**src/rtl/mapper_pkg.sv**
```systemverilog
package mapper_pkg;
  parameter int CPU_AW     = 16;
  parameter int CPU_DW     = 8;
  parameter int PPU_AW     = 14;
  parameter int PRG_BANK_W = 4;
  parameter int CHR2K_W    = 7;
  parameter int CHR1K_W    = 8;
  parameter int PRG_SLOTS  = 2;
  parameter int CHR2K_SLOTS = 2;
  parameter int CHR1K_SLOTS = 4;
  parameter int MIRROR_BIT = 6;

  localparam int PRG_AW = PRG_BANK_W + 13;
  localparam int CHR_AW = CHR2K_W + 11;

  typedef logic [PRG_BANK_W-1:0] prg_bank_t;
  typedef logic [CHR2K_W-1:0]    chr2k_bank_t;
  typedef logic [CHR1K_W-1:0]    chr1k_bank_t;

  // register group from CPU A14:A13
  typedef enum logic [1:0] {
    GRP_LOW  = 2'b00,
    GRP_CHR1 = 2'b01,
    GRP_NONE = 2'b10,
    GRP_TOP  = 2'b11
  } reg_grp_e;
endpackage

```
**src/rtl/mapper_regs.sv**
```systemverilog
module mapper_regs
  import mapper_pkg::*;
(
  input  logic                                clk_i,
  input  logic                                rst_ni,
  input  logic [CPU_AW-1:0]                   cpu_addr_i,
  input  logic [CPU_DW-1:0]                   cpu_data_i,
  input  logic                                cpu_rw_i,
  input  logic                                romsel_ni,
  input  logic                                m2_i,
  output logic                                wr_en_o,
  output logic [PRG_SLOTS-1:0][PRG_BANK_W-1:0] prg_bank_o,
  output logic [CHR2K_SLOTS-1:0][CHR2K_W-1:0]  chr2k_o,
  output logic [CHR1K_SLOTS-1:0][CHR1K_W-1:0]  chr1k_o,
  output logic                                mirror_h_o
);
  logic     m2_q;
  reg_grp_e grp;
  logic [1:0] idx;

  always_ff @(posedge clk_i or negedge rst_ni) begin
    if (!rst_ni) m2_q <= 1'b0;
    else         m2_q <= m2_i;
  end

  // one strobe per M2 falling edge
  assign wr_en_o = m2_q & ~m2_i & ~romsel_ni & ~cpu_rw_i;
  assign grp     = reg_grp_e'(cpu_addr_i[14:13]);
  assign idx     = cpu_addr_i[1:0];

  for (genvar i = 0; i < PRG_SLOTS; i++) begin : g_prg
    always_ff @(posedge clk_i or negedge rst_ni) begin
      if (!rst_ni)
        prg_bank_o[i] <= '0;
      else if (wr_en_o && grp == GRP_LOW && idx == 2'(i))
        prg_bank_o[i] <= cpu_data_i[PRG_BANK_W-1:0];
    end
  end

  for (genvar i = 0; i < CHR2K_SLOTS; i++) begin : g_chr2k
    always_ff @(posedge clk_i or negedge rst_ni) begin
      if (!rst_ni)
        chr2k_o[i] <= '0;
      else if (wr_en_o && grp == GRP_LOW && idx == 2'(i + PRG_SLOTS))
        chr2k_o[i] <= cpu_data_i[CHR2K_W-1:0];
    end
  end

  for (genvar i = 0; i < CHR1K_SLOTS; i++) begin : g_chr1k
    always_ff @(posedge clk_i or negedge rst_ni) begin
      if (!rst_ni)
        chr1k_o[i] <= '0;
      else if (wr_en_o && grp == GRP_CHR1 && idx == 2'(i))
        chr1k_o[i] <= cpu_data_i[CHR1K_W-1:0];
    end
  end

  always_ff @(posedge clk_i or negedge rst_ni) begin
    if (!rst_ni)
      mirror_h_o <= 1'b0;
    else if (wr_en_o && grp == GRP_TOP && idx == 2'd0)
      mirror_h_o <= cpu_data_i[MIRROR_BIT];
  end
endmodule

```
**src/rtl/mapper_prg.sv**
```systemverilog
module mapper_prg
  import mapper_pkg::*;
(
  input  logic [CPU_AW-1:0]                    cpu_addr_i,
  input  logic                                 cpu_rw_i,
  input  logic                                 romsel_ni,
  input  logic [PRG_SLOTS-1:0][PRG_BANK_W-1:0] prg_bank_i,
  output logic [PRG_AW-1:0]                    prg_addr_o,
  output logic                                 prg_ce_no
);
  prg_bank_t bank;

  always_comb begin
    if (cpu_addr_i[14])
      bank = {{(PRG_BANK_W-1){1'b1}}, cpu_addr_i[13]};  // fixed last two banks
    else
      bank = prg_bank_i[cpu_addr_i[13]];
  end

  assign prg_addr_o = {bank, cpu_addr_i[12:0]};
  assign prg_ce_no  = romsel_ni | ~cpu_rw_i;
endmodule

```
**src/rtl/mapper_chr.sv**
```systemverilog
module mapper_chr
  import mapper_pkg::*;
(
  input  logic [PPU_AW-1:0]                   ppu_addr_i,
  input  logic [CHR2K_SLOTS-1:0][CHR2K_W-1:0] chr2k_i,
  input  logic [CHR1K_SLOTS-1:0][CHR1K_W-1:0] chr1k_i,
  input  logic                                mirror_h_i,
  output logic [CHR_AW-1:0]                   chr_addr_o,
  output logic                                ciram_a10_o
);
  logic [CHR_AW-1:0] addr_2k, addr_1k;

  assign addr_2k = CHR_AW'({chr2k_i[ppu_addr_i[11]], ppu_addr_i[10:0]});
  assign addr_1k = CHR_AW'({chr1k_i[ppu_addr_i[11:10]], ppu_addr_i[9:0]});

  assign chr_addr_o  = ppu_addr_i[12] ? addr_1k : addr_2k;
  assign ciram_a10_o = mirror_h_i ? ppu_addr_i[11] : ppu_addr_i[10];
endmodule

```
**src/rtl/cart_bank_mapper.sv**
```systemverilog
module cart_bank_mapper
  import mapper_pkg::*;
(
  input  logic               clk_i,
  input  logic               rst_ni,
  input  logic [15:0]        cpu_addr_i,
  input  logic [7:0]         cpu_data_i,
  input  logic               cpu_rw_i,
  input  logic               romsel_ni,
  input  logic               m2_i,
  input  logic [13:0]        ppu_addr_i,
  output logic [16:0]        prg_addr_o,
  output logic               prg_ce_no,
  output logic [17:0]        chr_addr_o,
  output logic               ciram_a10_o
);
  logic                                 wr_en;
  logic                                 mirror_h;
  logic [PRG_SLOTS-1:0][PRG_BANK_W-1:0] prg_bank;
  logic [CHR2K_SLOTS-1:0][CHR2K_W-1:0]  chr2k;
  logic [CHR1K_SLOTS-1:0][CHR1K_W-1:0]  chr1k;

  mapper_regs u_regs (
    .clk_i      (clk_i),
    .rst_ni     (rst_ni),
    .cpu_addr_i (cpu_addr_i),
    .cpu_data_i (cpu_data_i),
    .cpu_rw_i   (cpu_rw_i),
    .romsel_ni  (romsel_ni),
    .m2_i       (m2_i),
    .wr_en_o    (wr_en),
    .prg_bank_o (prg_bank),
    .chr2k_o    (chr2k),
    .chr1k_o    (chr1k),
    .mirror_h_o (mirror_h)
  );

  mapper_prg u_prg (
    .cpu_addr_i (cpu_addr_i),
    .cpu_rw_i   (cpu_rw_i),
    .romsel_ni  (romsel_ni),
    .prg_bank_i (prg_bank),
    .prg_addr_o (prg_addr_o),
    .prg_ce_no  (prg_ce_no)
  );

  mapper_chr u_chr (
    .ppu_addr_i  (ppu_addr_i),
    .chr2k_i     (chr2k),
    .chr1k_i     (chr1k),
    .mirror_h_i  (mirror_h),
    .chr_addr_o  (chr_addr_o),
    .ciram_a10_o (ciram_a10_o)
  );
endmodule

```
**config.mk**
```make
export PLATFORM = sky130hd
export DESIGN_NAME = cart_bank_mapper
export DESIGN_NICKNAME = d
export VERILOG_FILES = /design/src/rtl/mapper_pkg.sv /design/src/rtl/mapper_regs.sv /design/src/rtl/mapper_prg.sv /design/src/rtl/mapper_chr.sv /design/src/rtl/cart_bank_mapper.sv
export SDC_FILE = /design/constraint.sdc
export NUM_CORES = 1
export LEC_CHECK = 0
export ABC_AREA = 1
export BUFFER_PORTS_ARGS = -buffer_cell sky130_fd_sc_hd__buf_2
export CAP_MARGIN = 20
export CORE_MARGIN = 3
export CORE_UTILIZATION = 54
export DETAILED_ROUTE_END_ITERATION = 8
export PLACE_DENSITY = 0.81
export REMOVE_ABC_BUFFERS = 1
export SYNTH_ARGS = -nofsm -noshare
export SYNTH_HDL_FRONTEND = slang
export SYNTH_SLANG_ARGS = --single-unit
```
**constraint.sdc**
```tcl
create_clock -name clk_i -period 1.3 [get_ports clk_i]
set_input_delay 0.065 -clock clk_i [delete_from_list [all_inputs] [get_ports clk_i]]
set_output_delay 0.065 -clock clk_i [all_outputs]
set_load 0.02 [all_outputs]
```
==> flow_summary_export.csv <==
group,metric,value,unit
layout,areaGrowthSynthToFinish,13.0,%
cts,clock_latency,0.31,ns
yosys,synth_area_leaders,"dfrtp_1, nand2_1, nand4_1",
routing,totalWireLength,8080,um
cts,htreeDepth,2,
timing,finalSetupViolations,2,
floorplan,die_w,83.1,um
place,numPortBuffers,35,
cts,clockRootBuffer,"clkbuf_8",
routing,drc_errors,0,
worst_setup_path,startpoint_type,"flop",
job,maxCapViolCount,0,
routing,wl_per_cell,16.5,um
timing,worst_pin_slew,0.483,ns
layout,num-fill-cells,457,
routing,routed_via_density,5.97,
timing,worst_slack,-0.0301,ns
cts,clock_sinks,56,
power,p_per_area,1070,nW/um^2
worst_setup_path,endpoint_kind,"primary output",
global_route,antenna_found_initial,0,
yosys,syn-cell-area,3210,um^2
floorplan,core-area,5640,um^2
layout,n_antenna_cell,0,
timing,holdWs,0.0296,ns
global_route,grt_start_max_net_pins,57,
timing,finalHoldViolCount,0,
timing,slew_headroom,67.8,%
cts,cts_tree,"built",
power,pwr-share-comb,18.1,%
layout,fin_util,64.3,%
floorplan,top_level_ports,80,
floorplan,die_y,83.1,um
timing,layout_worst_path_cycle_share,102,%
power,p_sw_share,27.4,%
cts,clkSlewWorstSetupHoldPaths,0.10,ns
yosys,ys_ff_latch,56,
worst_hold_path,min_path_type,"in -> reg",
worst_setup_path,critPathMaxFanout,2,
cts,cts_buffers,5,
timing,rsz0062_at_grt,"true",
power,p_int,2830,uW
place,placed_cells,474,
timing,fmax,752,MHz
worst_setup_path,path_class,"reg -> out",
outcome,violations,"setup timing",
outcome,status,"finished, violations left",
place,gp_congestion,0.878,
worst_setup_path,required,1.24,ns
routing,firstDrtPassIters,5,
floorplan,die_area,6910,um^2
timing,period_needed,1.33,ns
timing,drv_slew,0,
timing,skew,0.00701,ns
floorplan,start_util,56.9,%
routing,drt_iter0_drc,216,
global_route,grt_overflow,0,
routing,wl_met2,3880,um
power,seqPwrFrac,50.1,%
floorplan,rows,27,
routing,topRoutingLayerUsed,"met4",
layout,layout-drive-gt1-share,23.2,%
yosys,yosysTopAreaCellShare,43.6,%
global_route,grt_pass1_vias,2804,
yosys,seq_area_frac_synth,43.6,%
power,p_sw,1070,uW
power,p_leak,0.00190,uW
yosys,yosysTopAreaCell,"dfrtp_1",
routing,wl_met1,3330,um
routing,vias,2924,
power,clock_power_share,31.9,%
layout,num-nets-final,460,
routing,drtAntennaViolNets,0,
global_route,grt_use_total,23.8,%
yosys,synthDistinctLibCells,23,
power,ir_drop,0.479,mV
place,dpl.hpwl,5490,um
yosys,yosys_warnings,0,
yosys,syn_inst,393,
routing,wl_met3,730,um
worst_setup_path,worstPathArrival,1.27,ns
layout,fin_cells,490,
cts,clock_path_buffers,2,
global_route,grt_pass1_wl,13400,um
yosys,avgSynthCellArea,8.17,um^2
==> state kept, by name, indices dropped and copies added (netlist names) <==
name               count
u_regs.prg_bank_o      8
u_regs.chr2k_o        14
u_regs.m2_q            1
u_regs.mirror_h_o      1
u_regs.chr1k_o        32
==> critical path: stages (launching register included) <==
cell	delay (ns)
dfrtp_1	0.39
or2_4	0.22
o211ai_1	0.11
nand2_1	0.10
buf_6	0.14
==> cells in the mapped netlist <==
cell,instances
o21ai_0,3
nand2_2,2
buf_4,27
nand4_1,55
inv_1,9
nand3_2,2
clkbuf_1,1
clkbuf_2,5
clkinv_1,1
o211ai_1,8
nor2_2,2
or2_2,7
nand3_1,23
buf_2,9
nand2_1,154
nor3_1,3
nand3_4,6
inv_2,2
buf_6,7
nor2_8,2
nor2_1,7
nor2_4,2
dfrtp_1,56
==> per-layer routing <==
metal,vias up,global-route usage (%)
met1,1408,30.9
li1,1352,-
met4,0,8.17
met2,147,38.7
met3,17,6.15
met5,-,0
==> path summary, 6_finish.rpt <==
path,startpoint,to,slack (ns),cells after the start
worst max-delay path,u_regs.chr2k_o[6],chr_addr_o[17],-0.03,4
worst min-delay path,cpu_data_i[7],u_regs.chr1k_o[15],0.03,3
worst max register to register,u_regs.m2_q,u_regs.chr1k_o[26],0.12,6
worst min register to register,u_regs.chr1k_o[25],u_regs.chr1k_o[25],0.48,2
max in group asynchronous,rst_ni,u_regs.chr1k_o[3],0.78,3
min in group asynchronous,rst_ni,u_regs.m2_q,0.27,3
==> power groups by stage <==
| stage | logic [uW] | registers (uW) | clock network, uW |
|---|---|---|---|
| floorplan | 344 | 1960 | 0 |
| global placement | 620 | 1980 | 0 |
| detailed placement | 640 | 1980 | 0 |
| CTS | 688 | 1950 | 1250 |
| global route | 783 | 1970 | 1300 |
| finish | 704 | 1950 | 1240 |
==> cell usage in the layout (no fill, tap or decap), drive strengths merged <==
master       instances
buf                 63
bufinv               1
clkbuf               8
clkinv               1
dfrtp               56
dlygate4sd3          2
inv                 11
nand2              156
nand3               31
nand4               55
nor2                13
nor3                 3
o211ai               8
o21ai                3
or2                  7
==> cell families after synthesis <==
logic type             share of synthesized area [%]
AO/OA/AOI/OAI                                   2.34
buffers and inverters                           12.5
flip-flops                                      43.6
AND/OR/NAND/NOR                                 41.6
==> cell type report <==
cell class,count,area [um^2],share of cell area (%)
inverters,12,45.0,1.24
well taps,72,90.1,2.48
clock inverters,1,30.0,0.827
repair buffers,66,539,14.9
flip-flops and latches,56,1400,38.6
multi-input cells,276,1430,39.3
clock buffers,7,96.3,2.65
==> metrics by stage <==
step | TNS [ns] | worst slack, ns | instance area, um^2 | power [uW]
2_1_floorplan | -5.58 | -0.110 | 2860 | 2310
3_3_place_gp | 0 | 0.116 | 3360 | 2600
3_5_place_dp | 0 | 0.0874 | 3360 | 2620
4_1_cts | -0.0778 | -0.0525 | 3570 | 3890
5_1_grt | -0.411 | -0.0936 | 3630 | 4060
6_report | -0.0302 | -0.0301 | 3630 | 3900
==> timing repair <==
action,4_1_cts,5_1_grt
hold buffers,2,0
buffers inserted,1,4
resized for setup,21,2
gates cloned,0,1
pin swaps,8,6
hold endpoints to repair,57,0
endpoints found under the setup margin,7,13
No activity file was read; power rests on OpenSTA's default activity.
